--- src/rtl/phd_pkg.sv ---
package phd_pkg;

    // Smallest ratio that still yields a square wave.
    localparam int MIN_RATIO = 2;

    // Offset counter progress after a restart.
    typedef enum logic [1:0] {
        DLY_IDLE = 2'd0,
        DLY_WAIT = 2'd1,
        DLY_DONE = 2'd2
    } dly_state_e;

    // Divider run flags.
    typedef struct packed {
        logic run;
        logic lvl;
    } div_flags_t;

    // High time in enabled cycles for a ratio n (even: n/2, odd: (n+1)/2).
    function automatic int unsigned high_len(input int unsigned n);
        return (n + 1) / 2;
    endfunction

endpackage

--- src/rtl/phd_cfg_latch.sv ---
module phd_cfg_latch #(
    parameter int RATIO_W = 8
) (
    input  logic               clk,
    input  logic               rst,
    input  logic               restart,
    input  logic [RATIO_W-1:0] ratio_in,
    output logic [RATIO_W-1:0] ratio_q,
    output logic               err_q
);
    import phd_pkg::*;

    localparam logic [RATIO_W-1:0] FLOOR = RATIO_W'(MIN_RATIO);

    logic bad;
    assign bad = (ratio_in < FLOOR);

    always_ff @(posedge clk) begin
        if (rst) begin
            ratio_q <= FLOOR;
            err_q   <= 1'b0;
        end else if (restart) begin
            ratio_q <= bad ? FLOOR : ratio_in;
            err_q   <= bad;
        end
    end

    AST_RATIO_FLOOR: assert property (@(posedge clk) disable iff (rst)
        ratio_q >= FLOOR);

endmodule

--- src/rtl/phd_delay_unit.sv ---
module phd_delay_unit #(
    parameter int DELAY_W = 8,
    parameter bit BYPASS  = 1'b0
) (
    input  logic               clk,
    input  logic               rst,
    input  logic               ce,
    input  logic               restart,
    input  logic [DELAY_W-1:0] dly_in,
    output logic               start
);
    import phd_pkg::*;

    dly_state_e         state;
    logic [DELAY_W-1:0] cnt;
    logic [DELAY_W-1:0] load_val;

    assign load_val = BYPASS ? '0 : dly_in;
    assign start    = ce && !restart && (state == DLY_WAIT) && (cnt == '0);

    always_ff @(posedge clk) begin
        if (rst) begin
            state <= DLY_IDLE;
            cnt   <= '0;
        end else if (restart) begin
            state <= DLY_WAIT;
            cnt   <= load_val;
        end else if (ce && state == DLY_WAIT) begin
            if (cnt == '0) state <= DLY_DONE;
            else           cnt   <= cnt - 1'b1;
        end
    end

    AST_DLY_STEP: assert property (@(posedge clk) disable iff (rst)
        (state == DLY_WAIT && ce && !restart && cnt != '0) |=> cnt == $past(cnt) - 1'b1);
    AST_DLY_SINGLE_START: assert property (@(posedge clk) disable iff (rst)
        start |=> !start);
    AST_DLY_FREEZE: assert property (@(posedge clk) disable iff (rst)
        (!ce && !restart) |=> ($stable(cnt) && $stable(state)));

endmodule

--- src/rtl/phd_divider.sv ---
module phd_divider #(
    parameter int RATIO_W = 8
) (
    input  logic               clk,
    input  logic               rst,
    input  logic               ce,
    input  logic               restart,
    input  logic               start,
    input  logic [RATIO_W-1:0] ratio,
    output logic               clk_out
);
    import phd_pkg::*;

    div_flags_t         fl;
    logic [RATIO_W-1:0] ph;
    logic [RATIO_W:0]   hi;
    logic               wrap;

    assign hi      = ({1'b0, ratio} + 1'b1) >> 1;
    assign wrap    = (ph == ratio - 1'b1);
    assign clk_out = fl.lvl;

    always_ff @(posedge clk) begin
        if (rst || restart) begin
            fl <= '{run: 1'b0, lvl: 1'b0};
            ph <= '0;
        end else if (start) begin
            fl <= '{run: 1'b1, lvl: 1'b1};
            ph <= RATIO_W'(1);
        end else if (ce && fl.run) begin
            fl.lvl <= ({1'b0, ph} < hi);
            ph     <= wrap ? '0 : ph + 1'b1;
        end
    end

    AST_PH_RANGE: assert property (@(posedge clk) disable iff (rst)
        fl.run |-> (ph < ratio));
    AST_RISE_ALIGN: assert property (@(posedge clk) disable iff (rst)
        $rose(clk_out) |-> (ph == RATIO_W'(1)));
    AST_RESTART_LOW: assert property (@(posedge clk) disable iff (rst)
        restart |=> !clk_out);
    AST_FREEZE: assert property (@(posedge clk) disable iff (rst)
        (!ce && !restart) |=> ($stable(clk_out) && $stable(ph)));

endmodule

--- src/rtl/phase_div_bank.sv ---
module phase_div_bank #(
    parameter int NUM_OUT = 4,
    parameter int RATIO_W = 8,
    parameter int DELAY_W = 8
) (
    input  logic                       clk,
    input  logic                       rst,
    input  logic                       ce,
    input  logic                       restart,
    input  logic [NUM_OUT*RATIO_W-1:0] cfg_ratio,
    input  logic [NUM_OUT*DELAY_W-1:0] cfg_delay,
    output logic [NUM_OUT-1:0]         clk_div,
    output logic [NUM_OUT-1:0]         ratio_err
);
    import phd_pkg::*;

    logic [NUM_OUT-1:0] start_v;
    logic [NUM_OUT-1:0] ratio_bad;

    for (genvar i = 0; i < NUM_OUT; i++) begin : g_ch
        logic [RATIO_W-1:0] ratio_q;

        assign ratio_bad[i] = (cfg_ratio[i*RATIO_W +: RATIO_W] < RATIO_W'(MIN_RATIO));

        phd_cfg_latch #(.RATIO_W(RATIO_W)) u_cfg (
            .clk      (clk),
            .rst      (rst),
            .restart  (restart),
            .ratio_in (cfg_ratio[i*RATIO_W +: RATIO_W]),
            .ratio_q  (ratio_q),
            .err_q    (ratio_err[i])
        );

        // Channel 0 is the alignment reference and never waits.
        phd_delay_unit #(.DELAY_W(DELAY_W), .BYPASS(i == 0)) u_dly (
            .clk     (clk),
            .rst     (rst),
            .ce      (ce),
            .restart (restart),
            .dly_in  (cfg_delay[i*DELAY_W +: DELAY_W]),
            .start   (start_v[i])
        );

        phd_divider #(.RATIO_W(RATIO_W)) u_div (
            .clk     (clk),
            .rst     (rst),
            .ce      (ce),
            .restart (restart),
            .start   (start_v[i]),
            .ratio   (ratio_q),
            .clk_out (clk_div[i])
        );
    end

    AST_ERR_CAPTURE: assert property (@(posedge clk) disable iff (rst)
        restart |=> (ratio_err == $past(ratio_bad)));
    AST_ERR_HOLD: assert property (@(posedge clk) disable iff (rst)
        !restart |=> $stable(ratio_err));
    AST_REF_FIRST: assert property (@(posedge clk) disable iff (rst)
        (start_v != '0) |-> (start_v[0] || !$past(restart)));

endmodule

--- config.mk ---
export PLATFORM = sky130hd
export DESIGN_NAME = phase_div_bank
export DESIGN_NICKNAME = d
export VERILOG_FILES = /design/src/rtl/phd_pkg.sv /design/src/rtl/phd_cfg_latch.sv /design/src/rtl/phd_delay_unit.sv /design/src/rtl/phd_divider.sv /design/src/rtl/phase_div_bank.sv
export SDC_FILE = /design/constraint.sdc
export NUM_CORES = 1
export LEC_CHECK = 0
export ABC_AREA = 1
export BUFFER_PORTS_ARGS = -buffer_cell sky130_fd_sc_hd__buf_2
export CAP_MARGIN = 15
export CORE_MARGIN = 2
export CORE_UTILIZATION = 64
export CTS_CLUSTER_SIZE = 28
export DETAILED_ROUTE_END_ITERATION = 10
export GPL_TIMING_DRIVEN = 0
export HOLD_SLACK_MARGIN = 0.08
export PLACE_DENSITY = 0.95
export SLEW_MARGIN = 0
export SYNTH_ARGS = -nofsm -noshare
export SYNTH_HDL_FRONTEND = slang
export SYNTH_SLANG_ARGS = --single-unit
export TNS_END_PERCENT = 50
--- constraint.sdc ---
create_clock -name clk -period 5.12 [get_ports clk]
set_clock_uncertainty 0.2 [all_clocks]
set_input_delay 0.768 -clock clk [delete_from_list [all_inputs] [get_ports clk]]
set_output_delay 0.768 -clock clk [all_outputs]
set_load 0.05 [all_outputs]
**After elaboration in Yosys (flattened, before gate mapping)**

Cells that the tools add are included.

- Add/sub/neg operators: 16
- Muxes and demuxes: 45
- Multipliers: 0
- Shift-type cells: 0
- $lt $le $gt $ge: 8
- Divide/modulo/power cells: 0
- Reductions and logical operators: 52
- Eq/ne operators: 11
- Bitwise operators: 1

Operators with widths:

| operator | count |
|---|---|
| 2-to-1 mux 8 bit | 17 |
| subtractor 8 x 1 -> 8 bit (second input constant) | 8 |
| adder 8 x 1 -> 9 bit (second input constant) | 4 |
| adder 8 x 1 -> 8 bit (second input constant) | 4 |
| == test 8 bit | 4 |
| zero test 8 bit | 4 |
| < comparator 8 x 2 -> 1 bit (second input constant) | 4 |
| < comparator 8 bit | 4 |
| 2-to-1 mux 1 bit | 28 |
| AND reduction 2 bit | 12 |
| nonzero test 2 bit | 12 |
| logical AND 1 bit | 17 |
| OR reduction 2 bit | 5 |
| == test 2 x 1 -> 1 bit (second input constant) | 4 |
| != test 2 bit (second input constant) | 3 |
| zero test 1 bit | 1 |
| logical OR 1 bit | 1 |
| NOT 1 bit | 1 |

- Bits in latches: 0
- Flip-flop bits (word level): 116
- Memories kept: 0
- Logic and storage cells: 169
- Output and inout port bits: 8
- Bits of input ports: 68
- Bits in read-only memories: 0
- Bits in writable memories: 0

**Depth between registers and ports, before layout**

Gate-level depths: netlist of run 1.

- Depth in word-level cells: 5
- Gate-level depth with buffers: 14
- Gate-level depth less buffers: 13

**Hierarchy**

From an unflattened synthesis of run 1, not the netlist that was laid out.

- Cell total of the unflattened synthesis: 1235
- Area, all modules: 8165.3 um2

Modules (own cells, without submodules):

| module | times used | cells an instance | area an instance (um2) | seq. area each (um2) |
|---|---|---|---|---|
| phd_divider at g_ch[0].u_div ... | 2 | 155 | 1021.0 | 200.2 |
| phd_delay_unit at g_ch[1].u_dly ... | 3 | 107 | 650.6 | 200.2 |
| phd_cfg_latch | 4 | 47 | 351.6 | 180.2 |
| phd_divider at g_ch[1].u_div | 1 | 169 | 1098.6 | 200.2 |
| phd_divider at g_ch[3].u_div | 1 | 164 | 1048.5 | 200.2 |
| phd_delay_unit at g_ch[0].u_dly | 1 | 83 | 618.1 | 200.2 |

**Worst setup path after synthesis of run 1**

Ideal clock, no wire load.

- Path type: flip-flop to flip-flop
- From: register g_ch[0].u_cfg.ratio_q[0]
- To: register g_ch[0].u_div.fl (netlist bit g_ch[0].u_div.clk_out)
- Slack: 2980 ps
- Buffers on the path: 0
- Data arrival time: 1807 ps
- Setup time: 132 ps
- Period minus slack after synthesis: 2140 ps
- Cell stages (with the launch flop): 13
- Required time: 4788 ps
- Path through: dfxtp_1 > inv_1 > nor4_1 > nand2_1 > nor2_1 > xnor2_1 > ha_1 > inv_1 > o31a_1 > nand2_1 > nand2_1 > nand2_1 > a21oi_1

- Word-level cells in the longest chain between the ends: 4

Ends and longest elaborated chain:

| what | line | RTL |
|---|---|---|
| from (decl) | phd_cfg_latch.sv:8 | `output logic [RATIO_W-1:0] ratio_q,` |
| from (signal assigned) | phd_cfg_latch.sv:23 | `ratio_q <= bad ? FLOOR : ratio_in;` |
| adder 8 x 1 -> 9 bit | phd_divider.sv:19 | `assign hi = ({1'b0, ratio} + 1'b1) >> 1;` |
| < comparator 8 bit | phd_divider.sv:31 | `fl.lvl <= ({1'b0, ph} < hi);` |
| 2-to-1 mux 1 bit | phd_divider.sv:30 | `end else if (ce && fl.run) begin` |
| 2-to-1 mux 1 bit | phd_divider.sv:27 | `end else if (start) begin` |
| to (signal assigned) | phd_divider.sv:25 | `fl <= '{run: 1'b0, lvl: 1'b0};` |
| to (signal assigned) | phd_divider.sv:28 | `fl <= '{run: 1'b1, lvl: 1'b1};` |
| to (decl) | phd_divider.sv:14 | `div_flags_t fl;` |

No other way between the ends. The select of a mux whose other input is x is not followed.
A chain may end at the register's enable or synchronous reset.

**Final worst setup path of run 1**

- From: register g_ch[0].u_cfg.ratio_q[2]
- To: register g_ch[0].u_div.fl (netlist bit g_ch[0].u_div.clk_out)

The elaborated chain is that of the path after synthesis.

==> metrics, run 1 <==
status completed; CP peak stage delay 450 ps; met2 usage 53.3%; register area share after synthesis 30.8%; Starting Density 65.8%; placed insts 1311; multi-input logic area 4430 µm²; vias per cell 5.64; CTS Root Buffer Type clkbuf_16; part of the cycle the worst path needs 48.8%; actual slew at the worst max-slew pin 692 ps; family with the most delay on the worst path simple AND/OR/NAND/NOR gates; WP buf/inv 2; top area cells in the synthesized netlist dfxtp_1 31%, nand2_1 12%, ha_1 8.0%; 1st-pass router iterations 5; number of antenna repair diodes 0; cell area after layout 8670 µm²; DRC 0; initial antenna violation count 0; power per cell area 299 nW/µm²; largest net degree at the start of global routing 17; Final setup viols 0; total CTS buffers 17; Syn-to-layout area delta 14.9%; GRT Util Overall 31.4%; # resized after CTS 0; area of placed instances 8060 µm²; register bit total from synthesis 116; PortBufs 66; share of the synthesized area in the top cell type 30.8%; number of DRC markers in iteration 0 697; CP Class flop to flop; commonest non-fill, non-tap cell in the layout nand2_1; Synth Flop Type dfxtp_1; syn_area_per_cell 6.85 µm²; met1 Track Usage GR 37.0%; CP dominant cell by count nand2_1; vias in the first global route 7433; FMAX 400 MHz; Final #Nets 1303; VDD IR max 0.000289 V; Syn Inst Count 1102; critical path arrival 2590 ps; Synth area leader dfxtp_1; clock buffer depth 2; htree depth 4; most frequent cells in the layout 235 x nand2_1, 153 x inv_1, 116 x dfxtp_1; critical path fanouts, max 6; CP endpoint kind flop; grt ovf 0; via count 7568; die area 12700 µm²; HP Class flop to flop; Layout fillers 785; CTS tree done; GRT busiest layer met2; Max-cap violations 0; Die Wd 113 µm; gpl congestion 0.937; leakage power total 3.94 nW; Hold-fix buffers, CTS 0; setup repair bufs after CTS 0; Worst Setup Start Kind flop; Slew headroom 53.9%; slowest stage cell, crit path dfxtp_1; mean routed wirelength per cell 14.3 µm; final hold violation count 0; critical-path cell list inv_1, nor4_1, nand2_1, nor2_1, xnor2_1, ha_1, inv_1, o31a_1, nand2_1, nand2_1, nand2_1, a21oi_1; total negative slack 0 ps; Synth Cell Area 7550 µm²; met3 Track Usage GR 6.43%; row count 39; final slew viol count 0; final worst slack 2620 ps; CP required 5210 ps; DRT Wirelength 19200 µm; Syn Nets 1218; # IOs 76; post-route ant nets 0; DP HPWL 13800 µm; first-pass GRT wire length 32700 µm; die height 113 µm; CORE AREA 11500 µm²; minimum clock period 2500 ps; unrepaired setup endpoints after global routing no; register area 2320 µm²; number of synthesized flops with an enable pin 0; final hold slack 259 ps; Unique masters post-synth 43; layout cell share with drive strength beyond 1 14.7%; Post-synth ARST share 0%; Warnings, synthesis 0; pre-CTS setup slack 2680 ps; later-pin clock latency in the skew report 430 ps; Layout Cells excl Fill 1341; Worst-path clk slew 50 ps; clock sink total 116
cell type report:
cell class	count	share of cell area [%]
inverter	165	7.14
clock inverter	10	1.80
multi-input combinational	788	51.0
sequential	116	26.8
timing repair buffer	66	3.81
tap	143	2.06
buffer	33	2.11
clock buffer	20	5.27
routing by layer:
layer | share of wire, % | up-vias
met5 | 0 | -
met4 | 3.7 | 0
met3 | 8.6 | 78
met2 | 47 | 364
met1 | 40 | 3412
li1 | - | 3714
tightest hold or removal path, stage by stage, from the launching register on:
cell and delay [ps]:
dfxtp_1 300, inv_1 60, a21oi_1 60
stage by stage:
stage	util (%)	power, mW
after global routing	75.6	2.68
final	75.6	2.59
after CTS	75.6	2.59
after global placement	70.3	1.33
after detailed placement	70.3	1.35
after floorplan	-	1.25
cells in the mapped netlist, types with 2 or more instances:
cell / instances
nand3_2: 3
inv_1: 153
o21a_1: 2
clkbuf_2: 2
nand3b_1: 3
xnor2_1: 22
o22ai_1: 18
a21oi_1: 51
dfxtp_1: 116
nor4_1: 6
nand3_1: 83
xor2_1: 49
a21boi_0: 2
o21ai_0: 46
clkbuf_1: 9
nor3_1: 10
buf_4: 9
nand4_1: 23
nor3_2: 8
o21ai_1: 9
o21bai_4: 2
nand2_2: 5
nor2_4: 5
nand2_4: 4
nor2_2: 17
o211ai_1: 6
nor2_1: 113
buf_2: 12
ha_1: 48
nand2_1: 235
inv_2: 12
a31oi_1: 8
registers in the layout (all words and copies together), names as in the netlist:
name and count:
g_ch.u_dly.state 8, g_ch.u_div.clk_out 4, g_ch.u_cfg.err_q 4, g_ch.u_div.fl 4, g_ch.u_dly.cnt 32, g_ch.u_cfg.ratio_q 32, g_ch.u_div.ph 32
path summary, 6_finish.rpt:
check | slack (ps) | start | cells after the start | end
setup / recovery | 2620 | g_ch[0].u_cfg.ratio_q[2] | 12 | g_ch[0].u_div.clk_out
hold / removal | 260 | g_ch[2].u_dly.state[1] | 2 | g_ch[2].u_dly.state[1]
setup reg to reg | 2620 | g_ch[0].u_cfg.ratio_q[2] | 12 | g_ch[0].u_div.clk_out
hold reg to reg | 260 | g_ch[2].u_dly.state[1] | 2 | g_ch[2].u_dly.state[1]
cell families (layout without fill, tap and decap cells):
kind of cell / after synthesis / after routing / share of synthesized area, %
AOI/OAI and AO/OA: 150 / 150 / 11.3
adders and majority gates: 48 / 48 / 7.95
DFF: 116 / 116 / 30.8
buffers and inverters: 198 / 294 / 10.6
and+or+nand+nor: 519 / 519 / 31.1
xor gates and xnor gates: 71 / 71 / 8.24
report_power, final:
part           switching [mW]  internal [mW]  total [mW]
clock network           0.418          0.829        1.25
logic                   0.235          0.137       0.372
registers              0.0342          0.940       0.974
total                   0.688           1.91        2.59
(Power assumes the default switching activity.)
==> inputs of run 2 (changes only) <==
CORE_UTILIZATION = 60   (was 64)
PLACE_DENSITY = 0.91   (was 0.95)
clock period = 2.5 ns   (was 5.12 ns; I/O delays follow)
==> metrics, run 2 (synthesis gave the netlist of run 1 again) <==
worst r2r dst g_ch[3].u_div.clk_out; most frequent cells in the layout 235 x nand2_1, 153 x inv_1, 116 x dfxtp_1; PortBufs 66; final total power 5.44 mW; Die Wd 116 µm; die area 13500 µm²; final worst slack 76.4 ps; hold path depth 5; final slew viol count 0; grt ovf 0; gpl congestion 0.907; wl on met1 8490 µm; final hold violation count 0; layout cell share with drive strength beyond 1 14.5%; clock buffer depth 2; vias per cell 5.55; first-pass GRT wire length 34500 µm; multi-input logic area 4460 µm²; Final setup viols 0; row count 40; htree depth 4; pre-CTS setup slack 91.5 ps; vias in the first global route 7736; commonest non-fill, non-tap cell in the layout nand2_1; Worst Setup Start Kind flop; setup repair bufs after CTS 0; Layout fillers 821; R2R setup slack 80 ps; via count 7870; DRC 0; CTS Root Buffer Type clkbuf_16; CP required 2650 ps; total CTS buffers 17; CORE AREA 12200 µm²; GRT Util Overall 32.3%; met3 WL 1540 µm; FMAX 413 MHz; HP Class primary input to flop; VDD IR max 0.000421 V; leakage power total 4.15 nW; Starting Density 62.1%; register area 2320 µm²; Max-cap violations 0; Slew headroom 51.6%; FF-to-FF Start g_ch[3].u_cfg.ratio_q[0]; part of the cycle the worst path needs 96.9%; largest net degree at the start of global routing 17; critical path fanouts, max 6; DRT Wirelength 20900 µm; critical path arrival 2570 ps; power per cell area 588 nW/µm²; # IOs 76; number of DRC markers in iteration 0 878; R2R cell count 10; CP Class flop to flop; post-route ant nets 0; status completed; Worst-path clk slew 50 ps; clock sink total 116; mean routed wirelength per cell 14.7 µm; minimum clock period 2420 ps; Syn-to-layout area delta 22.5%; later-pin clock latency in the skew report 430 ps; actual slew at the worst max-slew pin 726 ps; CP endpoint kind flop; worst hold start cfg_delay[23]; CTS tree done; Highest Signal Layer met4; DP HPWL 13700 µm; Detail Route met2 WL 10100 µm; WHS Endpoint g_ch[2].u_dly.cnt[7]; biggest regs g_ch.u_cfg.ratio_q x32, g_ch.u_div.ph x32, g_ch.u_dly.cnt x32; initial antenna violation count 1; Final #Nets 1352; die height 116 µm; 1st-pass router iterations 6
[run 2: through the flow]
stage	TNS [ps]	hold WS, ps	cells	utilization (%)	area (µm²)
2_1_floorplan	0	235	1102	-	7550
3_3_place_gp	0	244	1336	66.5	8090
3_5_place_dp	0	252	1336	66.5	8090
4_1_cts	0	98.5	1417	75.7	9210
5_1_grt	-20.2	134	1418	76.0	9250
6_report	0	104	1418	76.0	9250
[run 2: where the power goes]
group / internal (mW) / switching [mW] / total, mW
Sequential: 1.92 / 0.0705 / 1.99
Clock: 1.74 / 0.871 / 2.61
Combinational: 0.331 / 0.504 / 0.835
[run 2: how the worst max path moves through the flow]
| stage | start | slack, ps | endpoint |
|---|---|---|---|
| after floorplan | g_ch[0].u_cfg.ratio_q[0] | 360 | g_ch[0].u_div.clk_out |
| after global placement | g_ch[0].u_cfg.ratio_q[2] | 80 | g_ch[0].u_div.clk_out |
| after CTS | g_ch[2].u_cfg.ratio_q[0] | 110 | g_ch[2].u_div.clk_out |
| after global routing | g_ch[3].u_cfg.ratio_q[0] | -20 | g_ch[3].u_div.clk_out |
| after detailed placement | g_ch[0].u_cfg.ratio_q[2] | 90 | g_ch[0].u_div.clk_out |
| final | g_ch[3].u_cfg.ratio_q[0] | 80 | g_ch[3].u_div.clk_out |
[run 2: repair_timing]
| action | 4_1_cts | 5_1_grt |
|---|---|---|
| endpoints found under the setup margin | 0 | 3 |
| endpoints found under the hold margin | 49 | 0 |
| hold buffers | 49 | 0 |
| resized for setup | 0 | 6 |
[run 2: final cells by class]
type                    count  share of cell area (%)
diodes                      1                  0.0271
plain buffers              33                    1.98
clock buffers              22                    5.13
clock inverters            10                    1.65
inverters                 165                    6.70
multi-input cells         788                    48.3
flip-flops and latches    116                    25.1
well taps                 168                    2.27
repair buffers            115                    8.88
[run 2: routing by layer]
metal | GRT usage, % | up-vias
li1 | - | 3819
met1 | 37.2 | 3589
met2 | 56.5 | 377
met3 | 8.46 | 85
met4 | 14.5 | 0
met5 | 0 | -
[run 2: worst max-delay path, cell delays in order, from the launching register on]
cell and delay [ps]:
dfxtp_1 390, inv_1 140, nor3_2 290, nand3_2 160
nor3_2 190, xor2_1 250, ha_1 290, nand4_1 100
a21oi_1 40, nand3b_1 150, a21oi_1 140
